## src/rtl/tmr_pkg.sv

```systemverilog
package tmr_pkg;
    localparam int DATA_W = 8;
    localparam int PRE_W  = 16;

    localparam logic [7:0] OFS_DIV = 8'h04;
    localparam logic [7:0] OFS_CNT = 8'h05;
    localparam logic [7:0] OFS_MOD = 8'h06;
    localparam logic [7:0] OFS_CTL = 8'h07;

    localparam int CTL_RUN_BIT = 2;

    typedef enum logic {
        ST_HALT = 1'b0,
        ST_RUN  = 1'b1
    } run_state_e;

    // prescaler bit whose carry-in forms the tick for each rate select
    function automatic int rate_shift(input logic [1:0] sel);
        case (sel)
            2'b00:   return 10;
            2'b01:   return 4;
            2'b10:   return 6;
            default: return 8;
        endcase
    endfunction
endpackage

```

## src/rtl/tmr_prescaler.sv

```systemverilog
module tmr_prescaler
    import tmr_pkg::*;
#(
    parameter int PW = PRE_W,
    parameter int DW = DATA_W
) (
    input  logic          clk,
    input  logic          rst_n,
    input  logic          clr_i,
    input  logic          dbl_i,
    input  logic [1:0]    sel_i,
    output logic [DW-1:0] div_o,
    output logic          tick_o
);
    logic [PW-1:0] pre_q;
    logic [PW-1:0] step;
    logic [3:0]    tick_vec;

    assign step = dbl_i ? PW'(2) : PW'(1);

    // one carry detector per rate select; step of 1 or 2 only
    for (genvar g = 0; g < 4; g++) begin : g_rate
        localparam int K = rate_shift(2'(g));
        assign tick_vec[g] = (&pre_q[K-1:1]) & (pre_q[0] | dbl_i);
    end

    assign tick_o = tick_vec[sel_i];
    assign div_o  = pre_q[PW-1 -: DW];

    always_ff @(posedge clk) begin
        if (!rst_n)     pre_q <= '0;
        else if (clr_i) pre_q <= '0;
        else            pre_q <= pre_q + step;
    end


    pre_clr_chk: assert property (@(posedge clk) disable iff (!rst_n)
        clr_i |=> (pre_q == '0));


    pre_step_chk: assert property (@(posedge clk) disable iff (!rst_n)
        (!clr_i && !dbl_i) |=> (pre_q[0] == ~$past(pre_q[0])));
endmodule

```

## src/rtl/tmr_counter.sv

```systemverilog
module tmr_counter
    import tmr_pkg::*;
#(
    parameter int DW = DATA_W
) (
    input  logic          clk,
    input  logic          rst_n,
    input  logic          tick_i,
    input  logic          wr_cnt_i,
    input  logic          wr_mod_i,
    input  logic          wr_ctl_i,
    input  logic [DW-1:0] wdata_i,
    output logic [DW-1:0] cnt_o,
    output logic [DW-1:0] mod_o,
    output logic          run_o,
    output logic [1:0]    sel_o,
    output logic          irq_o
);
    run_state_e    st_q, st_d;
    logic [DW-1:0] cnt_q, mod_q;
    logic [1:0]    sel_q;
    logic          irq_q;
    logic          at_top;

    assign at_top = (cnt_q == {DW{1'b1}});

    always_comb begin
        st_d = st_q;
        unique case (st_q)
            ST_HALT: if (wr_ctl_i && wdata_i[CTL_RUN_BIT])  st_d = ST_RUN;
            ST_RUN:  if (wr_ctl_i && !wdata_i[CTL_RUN_BIT]) st_d = ST_HALT;
        endcase
    end

    always_ff @(posedge clk) begin
        if (!rst_n) st_q <= ST_HALT;
        else        st_q <= st_d;
    end

    always_ff @(posedge clk) begin
        if (!rst_n) begin
            cnt_q <= '0;
            mod_q <= '0;
            sel_q <= '0;
            irq_q <= 1'b0;
        end else begin
            irq_q <= 1'b0;
            if (wr_cnt_i) begin
                cnt_q <= wdata_i;
            end else if (st_q == ST_RUN && tick_i) begin
                if (at_top) begin
                    cnt_q <= mod_q;
                    irq_q <= 1'b1;
                end else begin
                    cnt_q <= cnt_q + 1'b1;
                end
            end
            if (wr_mod_i) mod_q <= wdata_i;
            if (wr_ctl_i) sel_q <= wdata_i[1:0];
        end
    end

    assign cnt_o = cnt_q;
    assign mod_o = mod_q;
    assign run_o = (st_q == ST_RUN);
    assign sel_o = sel_q;
    assign irq_o = irq_q;


    irq_single_chk: assert property (@(posedge clk) disable iff (!rst_n)
        irq_q |=> !irq_q);


    reload_value_chk: assert property (@(posedge clk) disable iff (!rst_n)
        irq_q |-> (cnt_q == $past(mod_q)));


    write_wins_chk: assert property (@(posedge clk) disable iff (!rst_n)
        wr_cnt_i |=> (cnt_q == $past(wdata_i) && !irq_q));


    halt_hold_chk: assert property (@(posedge clk) disable iff (!rst_n)
        (st_q == ST_HALT && !wr_cnt_i) |=> ($stable(cnt_q) && !irq_q));
endmodule

```

## src/rtl/tick_timer.sv

```systemverilog
module tick_timer
    import tmr_pkg::*;
#(
    parameter int ADDR_W = 8
) (
    input  logic              clk,
    input  logic              rst_n,
    input  logic              dbl_speed,
    input  logic [ADDR_W-1:0] bus_addr,
    input  logic              bus_we,
    input  logic [DATA_W-1:0] bus_wdata,
    output logic [DATA_W-1:0] bus_rdata,
    output logic              timer_irq
);
    logic              hit_div, hit_cnt, hit_mod, hit_ctl;
    logic [DATA_W-1:0] div_v, cnt_v, mod_v;
    logic [1:0]        sel_v;
    logic              run_v, tick_v;

    assign hit_div = (bus_addr == ADDR_W'(OFS_DIV));
    assign hit_cnt = (bus_addr == ADDR_W'(OFS_CNT));
    assign hit_mod = (bus_addr == ADDR_W'(OFS_MOD));
    assign hit_ctl = (bus_addr == ADDR_W'(OFS_CTL));

    tmr_prescaler #(.PW(PRE_W), .DW(DATA_W)) u_pre (
        .clk    (clk),
        .rst_n  (rst_n),
        .clr_i  (bus_we && hit_div),
        .dbl_i  (dbl_speed),
        .sel_i  (sel_v),
        .div_o  (div_v),
        .tick_o (tick_v)
    );

    tmr_counter #(.DW(DATA_W)) u_cnt (
        .clk      (clk),
        .rst_n    (rst_n),
        .tick_i   (tick_v),
        .wr_cnt_i (bus_we && hit_cnt),
        .wr_mod_i (bus_we && hit_mod),
        .wr_ctl_i (bus_we && hit_ctl),
        .wdata_i  (bus_wdata),
        .cnt_o    (cnt_v),
        .mod_o    (mod_v),
        .run_o    (run_v),
        .sel_o    (sel_v),
        .irq_o    (timer_irq)
    );

    always_comb begin
        bus_rdata = '1;
        if (hit_div)      bus_rdata = div_v;
        else if (hit_cnt) bus_rdata = cnt_v;
        else if (hit_mod) bus_rdata = mod_v;
        else if (hit_ctl) bus_rdata = {{(DATA_W-3){1'b1}}, run_v, sel_v};
    end


    ctl_upper_chk: assert property (@(posedge clk) disable iff (!rst_n)
        hit_ctl |-> (bus_rdata[DATA_W-1:3] == '1));
endmodule

```

## config.mk

```make
export PLATFORM = sky130hd
export DESIGN_NAME = tick_timer
export DESIGN_NICKNAME = d
export VERILOG_FILES = /design/src/rtl/tmr_pkg.sv /design/src/rtl/tmr_prescaler.sv /design/src/rtl/tmr_counter.sv /design/src/rtl/tick_timer.sv
export SDC_FILE = /design/constraint.sdc
export NUM_CORES = 1
export LEC_CHECK = 0
export BUFFER_PORTS_ARGS = -buffer_cell sky130_fd_sc_hd__buf_2
export CORE_UTILIZATION = 40
export DETAILED_ROUTE_END_ITERATION = 8
export SETUP_SLACK_MARGIN = 0.3
export SYNTH_ARGS = -nofsm -noshare
export SYNTH_HDL_FRONTEND = slang
export SYNTH_HIERARCHICAL = 1
export SYNTH_SLANG_ARGS = --single-unit
```

## constraint.sdc

```tcl
create_clock -name clk -period 2 [get_ports clk]
set_clock_uncertainty 0.05 [all_clocks]
set_input_delay 0.2 -clock clk [delete_from_list [all_inputs] [get_ports clk]]
set_output_delay 0.2 -clock clk [all_outputs]
set_load 0.03 [all_outputs]
```

# --- Yosys cells after proc, flatten, opt, wreduce, memory -nomap -nowiden ---
# Cells that the tools add are included.
totals:
  mem_bits_rw: 0
  out_inout_bits: 9
  romBits: 0
  n_memories: 0
  word_cells: 51
  regBits: 36
  latch_bits: 0
classes:
  n_eq_ne: 5
  shift: 0
  n_div: 0
  n_addsub: 2
  bitwise: 8
  multipliers: 0
  reduce_logical: 15
  muxes: 14
  magnitude_cmp: 1
op_table:
  columns: ["op", "n"]
  rows:
  - ["2-to-1 mux 8 bit", 6]
  - ["equality test 8 x 3 -> 1 bit (second input constant)", 4]
  - ["adder 16 bit", 1]
  - ["AND reduction 9 bit", 1]
  - ["adder 8 x 1 -> 8 bit (second input constant)", 1]
  - ["equality test 8 bit (second input constant)", 1]
  - ["logical AND 1 bit", 7]
  - ["AND reduction 7 bit", 1]
  - ["AND reduction 5 bit", 1]
  - ["AND 1 bit", 4]
  - ["2-to-1 mux 1 bit", 4]
  - ["less-than comparator 2 x 3 -> 1 bit (second input constant)", 1]
  - ["2-to-1 mux 3 bit", 1]
  - ["NOT 1 bit", 3]
  - ["AND reduction 3 bit", 1]
  - ["OR reduction 3 bit", 1]
  - ["binary-select mux 1 bit (select 2 bit)", 1]
  - ["2-to-1 mux 2 bit", 1]
  - ["one-hot mux 1 bit (2 select lines)", 1]
  - ["nonzero test 2 bit", 1]
  - ["OR reduction 2 bit", 1]
  - ["logical NOT 1 bit", 1]
  - ["OR 1 bit", 1]

# --- Depth between registers and ports, before layout ---
# Gate-level depths: netlist (run 1).
logic_depth:
  word_depth: 7
  depth_mapped: 9

# --- Hierarchy ---
# Netlist (run 1), hierarchy kept.
by_module_without_submodules:
  columns: ["mod", "n_inst", "area_per_inst_um2", "cells_each", "seq_area_each_um2"]
  rows:
  - ["tmr_counter", 1, 983.4, 112, 400.4]
  - ["tmr_prescaler", 1, 863.3, 103, 320.3]
  - ["tick_timer", 1, 274.0, 32, 0.0]

# --- Least setup slack after synthesis (run 1) ---
# Ideal clock, no wire load.
synth_path:
  kind: "in2reg"
  start: "input bus_addr[3]"
  end: "register u_pre.pre_q[14]"
  path_stages: 8
  path_slack_ps: 7
  t_arrival_ps: 1815
  cell_sequence: "or4b_1 nor3_2 buf_4 and3_1 nand2b_1 clkbuf_1 clkbuf_1 nor2_1"
synth_between:
  elab_chain_cells: 3
synth_rtl:
  columns: ["item", "line_no", "text"]
  rows:
  - ["start: declaration", "tick_timer.sv:9", "input logic [ADDR_W-1:0] bus_addr,"]
  - ["equality test 8 x 3 -> 1 bit", "tick_timer.sv:20", "assign hit_div = (bus_addr == ADDR_W'(OFS_DIV));"]
  - ["logical AND 1 bit", "tick_timer.sv:28", ".clr_i (bus_we && hit_div),"]
  - ["OR reduction 2 bit (no line)", null, null]
  - ["end signal: assignment", "tmr_prescaler.sv:33", "else pre_q <= pre_q + step;"]
  - ["end: declaration", "tmr_prescaler.sv:15", "logic [PW-1:0] pre_q;"]
# Every way passes these cells.
# A chain may end at the register's enable or synchronous reset.

# --- Final worst setup path (run 1) ---
layout_path:
  start: "register u_cnt.sel_q[0] (netlist: u_cnt/sel_o[0])"
  end: "register u_cnt.cnt_q[3] (netlist: u_cnt/cnt_o[3])"
layout_between:
  elab_chain_cells: 4
layout_rtl:
  columns: ["item", "line_no", "text"]
  rows:
  - ["start: declaration", "tmr_counter.sv:21", "logic [1:0] sel_q;"]
  - ["start signal: assignment", "tmr_counter.sv:59", "if (wr_ctl_i) sel_q <= wdata_i[1:0];"]
  - ["binary-select mux 1 bit (select 2 bit)", "tmr_prescaler.sv:27", "assign tick_o = tick_vec[sel_i];"]
  - ["2-to-1 mux 1 bit (implied by the code)", "tmr_prescaler.sv:27", null]
  - ["net tick_v", "tick_timer.sv:18", "logic run_v, tick_v;"]
  - ["logical AND 1 bit", "tmr_counter.sv:50", "end else if (st_q == ST_RUN && tick_i) begin"]
  - ["nonzero test 2 bit (no line)", null, null]
  - ["end signal: assignment", "tmr_counter.sv:49", "cnt_q <= wdata_i;"]
  - ["end signal: assignment", "tmr_counter.sv:52", "cnt_q <= mod_q;"]
  - ["end signal: assignment", "tmr_counter.sv:55", "cnt_q <= cnt_q + 1'b1;"]
  - ["end: declaration", "tmr_counter.sv:20", "logic [DW-1:0] cnt_q, mod_q;"]
# The timed path passes the listed nets, and every way through them passes these cells. The select of a mux whose other input is x is not followed.

==> results.md, run 1 <==
- First-pass GRT wire length: 8490 um
- VDD IR-drop max: 0.467 mV
- Clock buffers created by TritonCTS: 5
- Primary flip-flop cell chosen by synthesis mapping: sky130_fd_sc_hd__dfxtp_1
- Number of optimization iterations in the first detailed-route pass: 4
- MaxCap Viol Count: 0
- Clk Latency, worst-skew pair: 280 ps
- Placeable core area: 5110 sq um
- Worst EP arrival: 1950 ps
- Switching pwr: 364 uW
- Post-route cell area: 2900 sq um
- Endpoint type of the worst setup path: flop
- Netlist Area Pre-Place: 2120 sq um
- Via count of the first global-routing pass: 1740
- Launch instance of the worst register-to-register path: u_cnt/sel_o[0]$_SDFFE_PN0P_
- Root buffer selected by CTS: sky130_fd_sc_hd__clkbuf_8
- Die Outline Area: 5600 sq um
- RSZ-0062 raised after global routing: true
- Clock buffer depth: 2
- Ys Warns: 6
- Die height: 74.8 um
- Worst-case register-to-register setup slack: 170 ps
- Layout Area Growth over Synthesis: 36.8%
- Max-slew headroom at the worst pin: 76.3%
- Initial Utilization: 41.5%
- Synthesized netlist cell count: 247
- Cell leakage power: 0.00109 uW
- Mean Syn Cell Area: 8.59 sq um
- Hold path start: bus_wdata[6]
- Total chip power: 1400 uW
- Switching power as a share of total power: 26.0%
- Kind of critical path: flop to flop
- Count of fill cells added during filler insertion: 471
- Number of antenna cells inserted: 0
- Biggest area contributors in the synthesized netlist: sky130_fd_sc_hd__dfxtp_1 34%, sky130_fd_sc_hd__mux2i_1 5.7%, sky130_fd_sc_hd__xnor2_1 4.5%
- Post-route DRC violation count: 0
- Area share of the largest cell type after synthesis: 34.0%
- Post-synthesis cell type count: 44
- Fmax achieved: 547 MHz
- Class of the worst hold path: input port to flop
- Post-Place Cells: 346
- Pwr per Cell Area: 483 nW/um^2
- Routed wire length: 5390 um
- Portion of total power attributed to sequential cells: 52.3%
- Final core occ: 56.8%
- Result of the run: complete, no violations
- H-tree levels: 2
- Length in cells of the worst reg-to-reg path: 11
- Total cell area at the placement stage: 2430 sq um
- Final Wtd Congestion: 0.811
- Violation count after the first detailed-route iteration: 111
- Total number of nets in the final design: 318
- Part of the total power dissipated in combinational logic: 11.1%
- Clock slew at the register clock pins of the worst setup and hold paths: 80 ps
- Mapped Nets: 272
- Layout cells sized above 1: 42.9%
- Total I/O pin count: 29
- Hold depth: 3
- Final cycle utilization of the critical path: 91.4%
- DIE WIDTH: 74.8 um
- Average wire per standard cell: 14.8 um
- Dominant cell by count in the synthesized netlist: sky130_fd_sc_hd__dfxtp_1
- Via density per instance: 5.14
- Internal power component: 1040 uW
- Count of input and output buffers: 28
- Startpoint types: flop
- Number of antenna violations at the first check in global routing: 0
- Min Tclk post-route: 1830 ps
- Top cells by count, synth: 36 x sky130_fd_sc_hd__dfxtp_1, 22 x sky130_fd_sc_hd__nand2_1, 18 x sky130_fd_sc_hd__nor2_1
- Final number of hold-violating endpoints: 0
- Largest net degree at the start of global routing: 23
- DPL Wire Length: 3730 um
- Number of buffers added to fix hold violations after cts: 0
- GR Util All Layers: 20.2%
- Antenna violation net count after detailed routing: 0
- Share of power burned in the clock network: 36.6%
- Worst hold endpoint: u_cnt/mod_o[6]$_SDFFE_PN0P_
- Fin Setup TNS: 0 ps
- Transition time of the tightest slew-check pin: 356 ps
- Clock tree from TritonCTS: built
- FF+latch count, synth: 36
- TritonCTS sink count: 36
- Finished Layout Cells: 364
- Fraction of synthesis flops using an asynchronous set or reset pin: 0%
- Fraction of the yosys area taken by sequential cells: 34.0%
- Core Rows: 26
- Grt ovf: 0
- Worst flop-to-flop path endpoint: u_cnt/cnt_o[3]$_SDFFE_PN0P_
- Data required, critical path: 2120 ps
- Count of flip-flops with a built-in enable after synthesis: 0
- Library cell occupying the most area in the post-synthesis netlist: sky130_fd_sc_hd__dfxtp_1
- Max-slew violation count: 0
- Final setup vio count: 0
- Via count of the routed design: 1871
- Critical Path Fanout Max: 6
-- worst max-delay path by stage --
stage / startpoint / end / depth (start not counted)
final: u_cnt/sel_o[0]$_SDFFE_PN0P_ / u_cnt/cnt_o[3]$_SDFFE_PN0P_ / 11
after global routing: u_pre/pre_q[4]$_SDFF_PP0_ / u_cnt/cnt_o[6]$_SDFFE_PN0P_ / 10
after floorplan: bus_addr[3] / u_cnt/mod_o[0]$_SDFFE_PN0P_ / 7
after detailed placement: bus_addr[3] / u_cnt/cnt_o[6]$_SDFFE_PN0P_ / 7
after CTS: u_cnt/sel_o[0]$_SDFFE_PN0P_ / u_cnt/cnt_o[3]$_SDFFE_PN0P_ / 11
after global placement: bus_addr[3] / u_cnt/sel_o[1]$_SDFFE_PN0P_ / 7
-- per-layer routing --
layer / track usage, % / share of wire (%)
met5: 0 / 0
met3: 3.88 / 3.6
met2: 31.2 / 47
met1: 29.1 / 49
met4: 4.40 / 0.65
-- logic make-up (layout without fill, tap and decap cells) --
logic type               count (synthesis)  after routing  synth area share, %
XOR/XNOR                                14             14                 5.78
AO/OA/AOI/OAI                           37             37                 11.0
multiplexers                            21             21                 12.0
adder cells (fa/ha/maj)                  5              5                 3.30
flip-flops                              36             36                 34.0
buffers and inverters                   31             78                 7.31
AND/OR/NAND/NOR                        103            103                 26.6
-- registers in the layout, summed over array words and instances (netlist names), named ones only --
name         cells
u_pre/pre_q     16
u_cnt/cnt_o      8
u_cnt/mod_o      8
u_cnt/sel_o      2
u_cnt/irq_o      1
-- metrics by stage --
stage / hold WS [ps] / worst slack [ps]
final: 144 / 173
after global routing: 159 / 23.3
after CTS: 142 / 139
after detailed placement: 434 / 22.8
after global placement: 425 / 67.4
after floorplan: 319 / 228
-- cells in the final DEF (no fill, tap or decap), drive strengths merged, types with 7 or more instances in the layout --
cell / instances
buf: 58
dfxtp: 36
nand2: 23
nor2: 18
nor2b: 13
nor3: 13
mux2i: 12
inv: 12
o21ai: 12
xnor2: 11
nand4: 7
-- layout make-up --
cell class | count | area [sq um] | share of cell area (%)
timing repair buffer | 58 | 467 | 16.1
sequential | 36 | 747 | 25.8
inverter | 12 | 45.0 | 1.55
tap | 70 | 87.6 | 3.02
clock inverter | 3 | 18.8 | 0.647
clock buffer | 5 | 68.8 | 2.37
multi-input combinational | 180 | 1470 | 50.6
-- power groups by stage --
stage               Combinational, uW  Clock [uW]  Sequential, uW
CTS                               141         531             731
global placement                  128           0             750
floorplan                        77.6           0             747
finish                            155         513             733
global route                      171         569             734
detailed placement                128           0             750
-- critical path: stages, from the launching register on --
cell                        delay (ps)
sky130_fd_sc_hd__dfxtp_4           360
sky130_fd_sc_hd__a21boi_1          130
sky130_fd_sc_hd__o22ai_2           160
sky130_fd_sc_hd__a21oi_2            90
sky130_fd_sc_hd__nor4_2            180
sky130_fd_sc_hd__buf_4             180
sky130_fd_sc_hd__nand2_4            50
sky130_fd_sc_hd__buf_6             140
sky130_fd_sc_hd__buf_4             140
sky130_fd_sc_hd__nand2_1            60
sky130_fd_sc_hd__o21ai_1            60
sky130_fd_sc_hd__o2bb2ai_1         120
-- repair_timing --
| action | 4_1_cts | 5_1_grt |
|---|---|---|
| setup buffers | 5 | 4 |
| cloned | 1 | 0 |
| gates resized for setup | 50 | 37 |
| setup endpoints to repair | 20 | 38 |
| pin swaps | 10 | 15 |
Power figures use the tool's default switching activity.
==> inputs of run 2 (changes only) <==
- BUFFER_PORTS_ARGS: -buffer_cell sky130_fd_sc_hd__buf_2 -> unset
- DONT_BUFFER_PORTS: unset -> 1
- TNS_END_PERCENT: unset -> 100
==> results.md, run 2 (synthesis results as in run 1) <==
- Result of the run: finished, violations left
- Violated checks: hold timing
- Critical Path Fanout Max: 5
- Violation count after the first detailed-route iteration: 69
- Routed wire length: 5240 um
- Number of optimization iterations in the first detailed-route pass: 4
- Clock buffers created by TritonCTS: 5
- First-pass GRT wire length: 8660 um
- Via count of the first global-routing pass: 1770
- Critical path, cell by cell: a21boi_1, o22ai_2, a21oi_2, nor4_4, nand2_2, nor3b_4, o21ai_1, o2bb2ai_1
- H-tree levels: 2
- Min Tclk post-route: 1710 ps
- Clock tree from TritonCTS: built
- Max-slew violation count: 0
- Die height: 74.8 um
- Fmax achieved: 584 MHz
- Pwr per Cell Area: 548 nW/um^2
- Final-layout worst hold slack: -4.85 ps
- Kind of cell adding the most delay to the critical path: simple AND/OR/NAND/NOR gates
- Finished Layout Cells: 338
- Top library cells by usage in the layout, fill and taps aside: 23 x sky130_fd_sc_hd__dfxtp_1, 22 x sky130_fd_sc_hd__nand2_1, 22 x sky130_fd_sc_hd__buf_4
- Count of buffer and inverter cells on the critical path: 0
- Count of fill cells added during filler insertion: 479
- Setup crit start: u_cnt/sel_o[0]$_SDFFE_PN0P_
- Clk Latency, worst-skew pair: 290 ps
- Total number of nets in the final design: 292
- DPL Wire Length: 3560 um
- Total I/O pin count: 29
- RSZ-0062 raised after global routing: true
- TritonCTS sink count: 36
- Kind of critical path: flop to flop
- DIE WIDTH: 74.8 um
- Hold path start: rst_n
- Core Rows: 26
- Die Outline Area: 5600 sq um
- Most common cell after layout, fill and taps aside: sky130_fd_sc_hd__dfxtp_1
- Worst EP arrival: 1890 ps
- Initial Utilization: 41.5%
- Slowest Stage Delay on Critical Path: 370 ps
- Grt ovf: 0
- Antenna violation net count after detailed routing: 0
- Largest Register: u_pre/pre_q
- Total cell area at the placement stage: 2280 sq um
- Average wire per standard cell: 15.5 um
- Multi-input logic area: 1420 sq um
- Cell leakage power: 0.000918 uW
- Layout cells sized above 1: 32.1%
- Max-slew headroom at the worst pin: 66.4%
- Via count of the routed design: 1816
- Final Wtd Congestion: 0.834
- Class of the worst hold path: input port to flop
- Number of antenna violations at the first check in global routing: 0
- VDD IR-drop max: 0.408 mV
- Post-route DRC violation count: 0
- Post-Place Cells: 315
- Slowest-stage cell, CP: sky130_fd_sc_hd__dfxtp_4
- Data required, critical path: 2180 ps
- Launch instance of the worst register-to-register path: u_cnt/sel_o[0]$_SDFFE_PN0P_
- Final setup vio count: 0
- Largest net degree at the start of global routing: 17
- Layout Area Growth over Synthesis: 27.4%
- Max reg flops: 16
- Endpoint type of the worst setup path: flop
- Post-route cell area: 2700 sq um
- Transition time of the tightest slew-check pin: 503 ps
- Fin Setup TNS: 0 ps
- GR Util All Layers: 20.6%
- Number of antenna cells inserted: 0
- Sequential Area: 759 sq um
- Count of input and output buffers: 0
- Clock slew at the register clock pins of the worst setup and hold paths: 80 ps
- MaxCap Viol Count: 0
- Final number of hold-violating endpoints: 2
- Startpoint types: flop
- Final cycle utilization of the critical path: 85.6%
- Placeable core area: 5110 sq um
- Clock buffer depth: 2
- Via density per instance: 5.37
- Root buffer selected by CTS: sky130_fd_sc_hd__clkbuf_8
## run 2: path summary, 6_finish.rpt
check	end	slack, ps	cells after the start
worst min-delay path	u_cnt/mod_o[7]$_SDFFE_PN0P_	-5	1
worst max-delay path	u_cnt/cnt_o[3]$_SDFFE_PN0P_	290	8
worst max register to register	u_cnt/cnt_o[3]$_SDFFE_PN0P_	290	8
worst min register to register	u_pre/pre_q[15]$_SDFF_PP0_	450	2
## run 2: routing by layer
layer  wire [um]  up-vias  GRT usage [%]
met1        2460      852           28.8
met5           0        -              0
li1            -      907              -
met4          61        0           6.08
met3         318        6           5.62
met2        2400       51           31.1
## run 2: worst reg2reg max path, cell delays in order (launching register included)
cell                        delay [ps]
sky130_fd_sc_hd__dfxtp_4           370
sky130_fd_sc_hd__a21boi_1          140
sky130_fd_sc_hd__o22ai_2           110
sky130_fd_sc_hd__a21oi_2            90
sky130_fd_sc_hd__nor4_4            180
sky130_fd_sc_hd__nand2_2           180
sky130_fd_sc_hd__nor3b_4           290
sky130_fd_sc_hd__o21ai_1           100
sky130_fd_sc_hd__o2bb2ai_1         140
## run 2: final cells by class
type | count | share of cell area, %
multi-input cells | 181 | 52.4
flip-flops and latches | 36 | 28.1
repair buffers | 31 | 10.4
well taps | 70 | 3.24
clock buffers | 5 | 2.55
inverters | 12 | 1.67
clock inverters | 3 | 1.57
## run 2: metrics by stage
stage	setup slack (ps)	total power, uW	utilization (%)
3_3_place_gp	-37.7	838	44.7
6_report	289	1480	52.9
3_5_place_dp	-11.1	837	44.7
4_1_cts	185	1490	51.2
5_1_grt	209	1540	52.9
2_1_floorplan	228	825	-
## run 2: power by group
part | internal [uW] | total [uW] | switching, uW
combinational | 50.0 | 108 | 58.4
clock | 369 | 650 | 281
sequential | 714 | 723 | 8.74
total | 1130 | 1480 | 348
## run 2: what timing repair did
item / in CTS / in global routing
pin swaps: 8 / 9
resized for setup: 37 / 19
endpoints found under the setup margin: 17 / 28
hold buffers: 2 / 0
endpoints found under the hold margin: 14 / 0
cloned: 1 / 0
buffers inserted: 11 / 1
